File: src/rtl/aud_rx_pkg.sv
package aud_rx_pkg;

  typedef enum logic [1:0] {
    FK_I2S = 2'd0,
    FK_MSB = 2'd1,
    FK_LSB = 2'd2
  } fmt_kind_e;

  localparam int WIDTH_FW = 6;

  typedef struct packed {
    fmt_kind_e             kind;
    logic [WIDTH_FW-1:0]   bits;
  } fmt_cfg_t;

endpackage

File: src/rtl/aud_pin_sync.sv
module aud_pin_sync #(
  parameter int STAGES = 2
) (
  input  logic clk,
  input  logic rst_n,
  input  logic bck_pin,
  input  logic ws_pin,
  input  logic sd_pin,
  output logic bit_stb,
  output logic ws_bit,
  output logic sd_bit
);

  logic [STAGES:0]   bck_q, bck_d;
  logic [STAGES-1:0] ws_q, ws_d;
  logic [STAGES-1:0] sd_q, sd_d;

  always_comb begin
    bck_d = {bck_q[STAGES-1:0], bck_pin};
    ws_d  = {ws_q[STAGES-2:0], ws_pin};
    sd_d  = {sd_q[STAGES-2:0], sd_pin};
  end

  always_ff @(posedge clk or negedge rst_n) begin
    if (!rst_n) begin
      bck_q <= '0;
      ws_q  <= '0;
      sd_q  <= '0;
    end else begin
      bck_q <= bck_d;
      ws_q  <= ws_d;
      sd_q  <= sd_d;
    end
  end

  // word select and data are delayed as deep as the bit clock, so the
  // values seen at the edge strobe are those present at the pin edge
  assign bit_stb = bck_q[STAGES-1] & ~bck_q[STAGES];
  assign ws_bit  = ws_q[STAGES-1];
  assign sd_bit  = sd_q[STAGES-1];

endmodule

File: src/rtl/aud_fmt_dec.sv
module aud_fmt_dec
  import aud_rx_pkg::*;
#(
  parameter int SMP_W = 24
) (
  input  logic       clk,
  input  logic       rst_n,
  input  logic [2:0] fmt_code,
  output fmt_cfg_t   cfg
);

  localparam logic [WIDTH_FW-1:0] B_FULL = WIDTH_FW'(SMP_W);
  localparam logic [WIDTH_FW-1:0] B16 = WIDTH_FW'((SMP_W < 16) ? SMP_W : 16);
  localparam logic [WIDTH_FW-1:0] B18 = WIDTH_FW'((SMP_W < 18) ? SMP_W : 18);
  localparam logic [WIDTH_FW-1:0] B20 = WIDTH_FW'((SMP_W < 20) ? SMP_W : 20);
  localparam logic [WIDTH_FW-1:0] B24 = WIDTH_FW'((SMP_W < 24) ? SMP_W : 24);

  fmt_cfg_t cfg_d;

  always_comb begin
    case (fmt_code)
      3'b001:  cfg_d = '{kind: FK_LSB, bits: B16};
      3'b010:  cfg_d = '{kind: FK_LSB, bits: B18};
      3'b011:  cfg_d = '{kind: FK_LSB, bits: B20};
      3'b100:  cfg_d = '{kind: FK_LSB, bits: B24};
      3'b101:  cfg_d = '{kind: FK_MSB, bits: B_FULL};
      default: cfg_d = '{kind: FK_I2S, bits: B_FULL}; // 000 and unused codes
    endcase
  end

  always_ff @(posedge clk or negedge rst_n) begin
    if (!rst_n) cfg <= '{kind: FK_I2S, bits: B_FULL};
    else        cfg <= cfg_d;
  end

endmodule

File: src/rtl/aud_slot_capture.sv
module aud_slot_capture
  import aud_rx_pkg::*;
#(
  parameter int SMP_W = 24
) (
  input  logic             clk,
  input  logic             rst_n,
  input  logic             bit_stb,
  input  logic             ws_bit,
  input  logic             sd_bit,
  input  fmt_cfg_t         cfg,
  output logic             word_stb,
  output logic             word_ch,
  output logic [SMP_W-1:0] word_data
);

  localparam int CW = $clog2(SMP_W + 1);
  localparam logic [CW-1:0] FULL = CW'(SMP_W);

  logic [SMP_W-1:0] sh_q, sh_d;
  logic [CW-1:0]    cnt_q, cnt_d;
  logic             ws_prev_q, ws_prev_d;
  logic             have_prev_q, have_prev_d;
  logic             in_slot_q, in_slot_d;

  logic             ws_edge;
  logic             cnt_full;
  logic [SMP_W-1:0] shifted;
  logic [SMP_W-1:0] lsb_mask;
  logic [SMP_W-1:0] coll;
  logic [CW-1:0]    coll_n;

  always_comb begin
    ws_edge  = bit_stb & have_prev_q & (ws_bit != ws_prev_q);
    cnt_full = (cnt_q == FULL);
    shifted  = {sh_q[SMP_W-2:0], sd_bit};
    lsb_mask = ~({SMP_W{1'b1}} << cfg.bits);
    case (cfg.kind)
      FK_I2S: begin
        if (!cnt_full) begin
          coll   = shifted;      // bit at the edge ends the old slot
          coll_n = cnt_q + CW'(1);
        end else begin
          coll   = sh_q;
          coll_n = cnt_q;
        end
      end
      FK_LSB: begin
        coll   = sh_q & lsb_mask;
        coll_n = CW'(cfg.bits);
      end
      default: begin
        coll   = sh_q;
        coll_n = cnt_q;
      end
    endcase
    word_data = coll << (FULL - coll_n);
    word_stb  = ws_edge & in_slot_q;
    word_ch   = ws_prev_q;
  end

  always_comb begin
    sh_d        = sh_q;
    cnt_d       = cnt_q;
    ws_prev_d   = ws_prev_q;
    have_prev_d = have_prev_q;
    in_slot_d   = in_slot_q;
    if (bit_stb) begin
      ws_prev_d   = ws_bit;
      have_prev_d = 1'b1;
      if (ws_edge) begin
        in_slot_d = 1'b1;
        case (cfg.kind)
          FK_I2S: begin
            sh_d  = '0;
            cnt_d = '0;
          end
          FK_MSB: begin
            sh_d  = {{(SMP_W-1){1'b0}}, sd_bit};
            cnt_d = CW'(1);
          end
          default: sh_d = shifted;
        endcase
      end else if (cfg.kind == FK_LSB) begin
        sh_d = shifted;
      end else if (!cnt_full) begin
        sh_d  = shifted;
        cnt_d = cnt_q + CW'(1);
      end
    end
  end

  always_ff @(posedge clk or negedge rst_n) begin
    if (!rst_n) begin
      sh_q        <= '0;
      cnt_q       <= '0;
      ws_prev_q   <= 1'b0;
      have_prev_q <= 1'b0;
      in_slot_q   <= 1'b0;
    end else begin
      sh_q        <= sh_d;
      cnt_q       <= cnt_d;
      ws_prev_q   <= ws_prev_d;
      have_prev_q <= have_prev_d;
      in_slot_q   <= in_slot_d;
    end
  end

endmodule

File: src/rtl/aud_pair_out.sv
module aud_pair_out #(
  parameter int SMP_W = 24
) (
  input  logic             clk,
  input  logic             rst_n,
  input  logic             word_stb,
  input  logic             word_ch,
  input  logic [SMP_W-1:0] word_data,
  output logic [SMP_W-1:0] left_q,
  output logic [SMP_W-1:0] right_q,
  output logic             vld_q
);

  logic [SMP_W-1:0] hold_q, hold_d;
  logic             left_ok_q, left_ok_d;
  logic [SMP_W-1:0] left_d, right_d;
  logic             vld_d;

  always_comb begin
    hold_d    = hold_q;
    left_ok_d = left_ok_q;
    left_d    = left_q;
    right_d   = right_q;
    vld_d     = 1'b0;
    if (word_stb) begin
      if (!word_ch) begin
        hold_d    = word_data;
        left_ok_d = 1'b1;
      end else begin
        left_ok_d = 1'b0;
        if (left_ok_q) begin
          left_d  = hold_q;
          right_d = word_data;
          vld_d   = 1'b1;
        end
      end
    end
  end

  always_ff @(posedge clk or negedge rst_n) begin
    if (!rst_n) begin
      hold_q    <= '0;
      left_ok_q <= 1'b0;
      left_q    <= '0;
      right_q   <= '0;
      vld_q     <= 1'b0;
    end else begin
      hold_q    <= hold_d;
      left_ok_q <= left_ok_d;
      left_q    <= left_d;
      right_q   <= right_d;
      vld_q     <= vld_d;
    end
  end

endmodule

File: src/rtl/aud_rx_top.sv
module aud_rx_top
  import aud_rx_pkg::*;
#(
  parameter int SMP_W       = 24,
  parameter int SYNC_STAGES = 2
) (
  input  logic             clk,
  input  logic             rst_n,
  input  logic             bck_in,
  input  logic             ws_in,
  input  logic             sd_in,
  input  logic [2:0]       fmt_sel,
  output logic [SMP_W-1:0] left_smp,
  output logic [SMP_W-1:0] right_smp,
  output logic             smp_vld
);

  logic [1:0]       rst_pipe;
  logic             rst_n_s;
  logic             bit_stb, ws_bit, sd_bit;
  fmt_cfg_t         cfg;
  logic             cap_stb, cap_ch;
  logic [SMP_W-1:0] cap_word;

  always_ff @(posedge clk or negedge rst_n) begin
    if (!rst_n) rst_pipe <= '0;
    else        rst_pipe <= {rst_pipe[0], 1'b1};
  end
  assign rst_n_s = rst_pipe[1];

  aud_pin_sync #(.STAGES(SYNC_STAGES)) u_sync (
    .clk(clk), .rst_n(rst_n_s),
    .bck_pin(bck_in), .ws_pin(ws_in), .sd_pin(sd_in),
    .bit_stb(bit_stb), .ws_bit(ws_bit), .sd_bit(sd_bit)
  );

  aud_fmt_dec #(.SMP_W(SMP_W)) u_fmt (
    .clk(clk), .rst_n(rst_n_s), .fmt_code(fmt_sel), .cfg(cfg)
  );

  aud_slot_capture #(.SMP_W(SMP_W)) u_cap (
    .clk(clk), .rst_n(rst_n_s),
    .bit_stb(bit_stb), .ws_bit(ws_bit), .sd_bit(sd_bit), .cfg(cfg),
    .word_stb(cap_stb), .word_ch(cap_ch), .word_data(cap_word)
  );

  aud_pair_out #(.SMP_W(SMP_W)) u_out (
    .clk(clk), .rst_n(rst_n_s),
    .word_stb(cap_stb), .word_ch(cap_ch), .word_data(cap_word),
    .left_q(left_smp), .right_q(right_smp), .vld_q(smp_vld)
  );

endmodule

File: config.mk
export PLATFORM = sky130hd
export DESIGN_NAME = aud_rx_top
export DESIGN_NICKNAME = d
export VERILOG_FILES = /design/src/rtl/aud_rx_pkg.sv /design/src/rtl/aud_pin_sync.sv /design/src/rtl/aud_fmt_dec.sv /design/src/rtl/aud_slot_capture.sv /design/src/rtl/aud_pair_out.sv /design/src/rtl/aud_rx_top.sv
export SDC_FILE = /design/constraint.sdc
export NUM_CORES = 1
export LEC_CHECK = 0
export ABC_AREA = 1
export CORE_AREA = 5 5 138 140
export DETAILED_ROUTE_END_ITERATION = 10
export DIE_AREA = 0 0 143 145
export PLACE_DENSITY_LB_ADDON = 0.12
export SETUP_SLACK_MARGIN = 0.4
export SLEW_MARGIN = 30
export SYNTH_ARGS = -nofsm -noshare
export SYNTH_HDL_FRONTEND = slang
export SYNTH_SLANG_ARGS = --single-unit
File: constraint.sdc
create_clock -name clk -period 6.8 [get_ports clk]
set_clock_uncertainty 0.15 [all_clocks]
set_input_delay 1.36 -clock clk [delete_from_list [all_inputs] [get_ports clk]]
set_output_delay 1.36 -clock clk [all_outputs]
set_load 0.02 [all_outputs]
==> summary.txt <==
Worst setup path
  • Reg2reg start: u_cap.cnt_q[0]
  • Kind of end point of the critical path: register
  • Crit path max fanout: 26
  • Most common cell on crit path: nand2_1
  • CP top delay family: simple AND/OR/NAND/NOR gates
  • CP Class: register to register
  • CP peak stage delay: approximately 0.56 ns
  • Worst Setup SP: u_cap.cnt_q[0]
  • CP Data Required Time: approximately 7 ns
  • Crit-path cells: inv_1, ha_1, nand2_1, inv_1, nand2_1, nand2_1, nand3_4, nand2_4, nand2_1, nand2_2, inv_2, nand2_1, nand2_1, nand2_1, nand3_1, nand2_1, nand3_1, nand2_1
  • Type of origin of the critical path: register
  • Crit path DAT: between 3 and 4 ns
  • Crit-path slowest cell: inv_1
  • Worst Path Buf+Inv: 3

STA
  • Highest clock rate: approximately 0.27 GHz
  • Worst rel slew slack: about 32%
  • Minimum clock period: 3.77 ns
  • Final WS setup: about 3.0 ns
  • Setup TNS: 0 ns
  • Hold Violations, Final: 0
  • Fin crit share: a little under three fifths
  • Final setup fails: 0
  • Unrepaired setup endpoints after global routing: false
  • Slew @ Worst Pin: 1.02 ns
  • Slew Viols, Final: 0
  • Hold_ws: roughly 0.16 ns

Detailed routing
  • DR pass1 iterations: 5
  • Post-route DRC: 0
  • Post-DRT Antenna Nets: 0
  • Per-cell routed wire length: approximately 15 um
  • Post-Route WL: roughly 18000 um
  • Post-DR vias/cell: just over 5
  • 1st-iter DRT viols: about 440
  • DR vias: about 6400

Clocking
  • Clock Sinks: 120
  • TritonCTS Buffers: 17
  • Clock Latency Late Sink: about 0.42 ns
  • CTS tree: done
  • Postcts setup bufs: 0
  • Maximum buffer depth of the clock tree: 2
  • Clock-pin transition on the worst setup and hold timing paths: about 0.060 ns
  • Hold Buf Count CTS: 0
  • Max H-tree Level: 4
  • Post-CTS sizing: 0
  • Clock Tree Root: clkbuf_16

Synth
  • Number of synthesized flops with an enable pin: 0
  • Mapped Nets: between 900 and 1000
  • Yosys cell types: 40
  • Adder-Cell Fraction of Synth Area: less than 1%
  • Mapped Area: 6870 um^2
  • Gate Count Post-Synth: around 970
  • Asr flop ratio synth: 100%
  • Xor-xnor portion of the synthesized cell area: approximately 1.2%
  • Post-synthesis simple-gate area fraction: between 30% and 40%
  • Largest family of logic cells by synthesized area: simple AND/OR/NAND/NOR gates
  • Compound-Gate Fraction of Synth Area: a little over a tenth
  • Main flop type after synthesis: dfrtp_1
  • Flops & latches, synth: 120
  • Share of synthesized area spent on multiplexers: 0%
  • YS warnings: 0
  • Sequential area share after synthesis: a little over two fifths
  • Post-Syn Area per Cell: slightly above 7 um^2

Floorplan
  • Die Wd: between 100 and 150 um
  • Initial core utilization: approximately two fifths
  • Full die area: about 21000 um^2
  • # IOs: 57
  • Row cnt: between 40 and 50
  • Area of the core: about 18000 um^2
  • Die height: ~150 um

GRT
  • Largest net degree at the start of global routing: 80
  • Vias in the first global route: ~5900
  • Initial antenna violation count: 0
  • Gr ovfl total: 0
  • First-pass GRT wire length: 30900 um
  • Total GRT Usage: between 10% and 20%

Job
  • MaxCap Viol Count: 0

Finish
  • Final #Nets: approximately 1000
  • Layout cells sized above 1: between 7 and 8%
  • Post-route cell area: between 8000 and 9000 um^2
  • Layout area overhead: 18.4%
  • Number of antenna diodes: 0

Place
  • Pre-CTS setup slack: 3.09 ns
  • GP Congestion: 0.887
  • Port buffer count: 56
  • Placed wire-length estimate: around 13000 um
  • Dpl cell area: roughly 7500 um^2

Power and ir drop
  • Clk pwr share: 24.6%
  • Net Switching: 1.70 mW
  • Seq pwr share: about 29%
  • LEAKAGE: between 4 and 5 nW
  • Peak VDD IR: between 0.2 and 0.25 mV
  • Combinational share of power: 46.7%
  • Power per Cell Area: 479 nW/um^2
  • Pwr Total: roughly 3.9 mW
  • P_int: approximately 2.2 mW
  • Fraction of power spent switching nets: ~44%

Worst hold path
  • Hold Path Class: register to async pin

Run status
  • Status: finished, final reports clean
## layer usage
layer	vias up	track usage [%]	routed length [um]
li1	3225	-	-
met1	2971	26.7	8850
met2	180	26.8	8100
met3	35	3.55	965
met4	0	7.08	504
met5	-	0	0
## worst reg2reg max path: stages, from the launching register on
cell and delay (ns):
dfrtp_1 0.44, inv_1 0.15, ha_1 0.16, nand2_1 0.05, inv_1 0.56, nand2_1 0.15, nand2_1 0.18, nand3_4 0.13
nand2_4 0.26, nand2_1 0.11, nand2_2 0.33, inv_2 0.25, nand2_1 0.15, nand2_1 0.06, nand2_1 0.07, nand3_1 0.15
nand2_1 0.19, nand3_1 0.09, nand2_1 0.09
## logic make-up (layout without fill, tap and decap cells)
family / Yosys count / count (layout)
flops: 120 / 120
xor+xnor: 5 / 5
buf+inv: 119 / 160
other cells: 1 / 1
fa+ha+maj: 2 / 2
simple gates: 592 / 592
compound gates: 129 / 129
## per-stage QoR
step,std cells,util [%]
2_1_floorplan,968,-
3_3_place_gp,1206,42.4
3_5_place_dp,1206,42.4
4_1_cts,1238,45.9
5_1_grt,1238,45.9
6_report,1238,45.9
## final timing paths
check / end / slack, ns / depth (start not counted)
min in group clk: u_sync.bck_q[1] / 0.20 / 0
setup reg to reg: u_out.hold_q[20] / 3.03 / 18
max in group asynchronous: u_cap.sh_q[22] / 5.23 / 1
hold / removal: u_sync.ws_q[0] / 0.16 / 0
setup / recovery: u_out.hold_q[20] / 3.03 / 18
hold reg to reg: u_sync.ws_q[0] / 0.16 / 0
## cells in the final DEF (no fill, tap or decap), drive strengths merged, types with 4 or more instances in the layout
cell             n
inv             70
a22oi            5
clkdlybuf4s50   56
nor2            27
nand3          146
o22ai           12
buf              7
xor2             4
nand4            5
a21oi           21
clkinv           4
clkbuf          18
dfrtp          119
o21ai           69
o31ai            4
nor3             4
a31oi            5
nand2          409
## cell type report
type | instances | area, um^2
Sequential cell | 120 | 3010
Fill cell | 1842 | 9580
Clock buffer | 18 | 439
Inverter | 65 | 246
Multi-Input combinational cell | 729 | 3360
Tap cell | 229 | 287
Clock inverter | 14 | 186
Timing Repair Buffer | 63 | 617
## cells in the mapped netlist, types with 4 or more instances
master    count  share of area, %
a21oi_1      20               1.5
a22oi_1       5              0.55
a31oi_1       5              0.46
buf_1         4              0.22
buf_2        18               1.3
buf_4         7              0.76
clkbuf_1     22               1.2
dfrtp_1     119                43
inv_1        51               2.8
inv_2        14              0.76
nand2_1     403                22
nand3_1     144                10
nand4_1       5              0.46
nor2_1       22               1.2
o21ai_0      40               2.9
o21ai_1      29               2.1
o22ai_1      12               1.1
o31ai_1       4              0.44
## power by group through the flow
stage / clock network (mW) / logic, mW / registers (mW)
final: 0.957 / 1.82 / 1.12
after global routing: 1.01 / 2.03 / 1.16
after global placement: 0 / 1.82 / 1.13
after floorplan: 0 / 1.13 / 1.27
after detailed placement: 0 / 1.82 / 1.13
after CTS: 0.975 / 1.82 / 1.12
## registers in the layout, summed over array words and instances (netlist names), 2 cells and up
signal / cells
rst_pipe: 2
u_cap.sh_q: 24
u_out.hold_q: 24
u_sync.sd_q: 2
u_cap.cnt_q: 5
u_sync.bck_q: 3
u_sync.ws_q: 2
u_out.right_q: 24
u_out.left_q: 24
u_fmt.cfg: 5
Power figures use the tool's default switching activity.
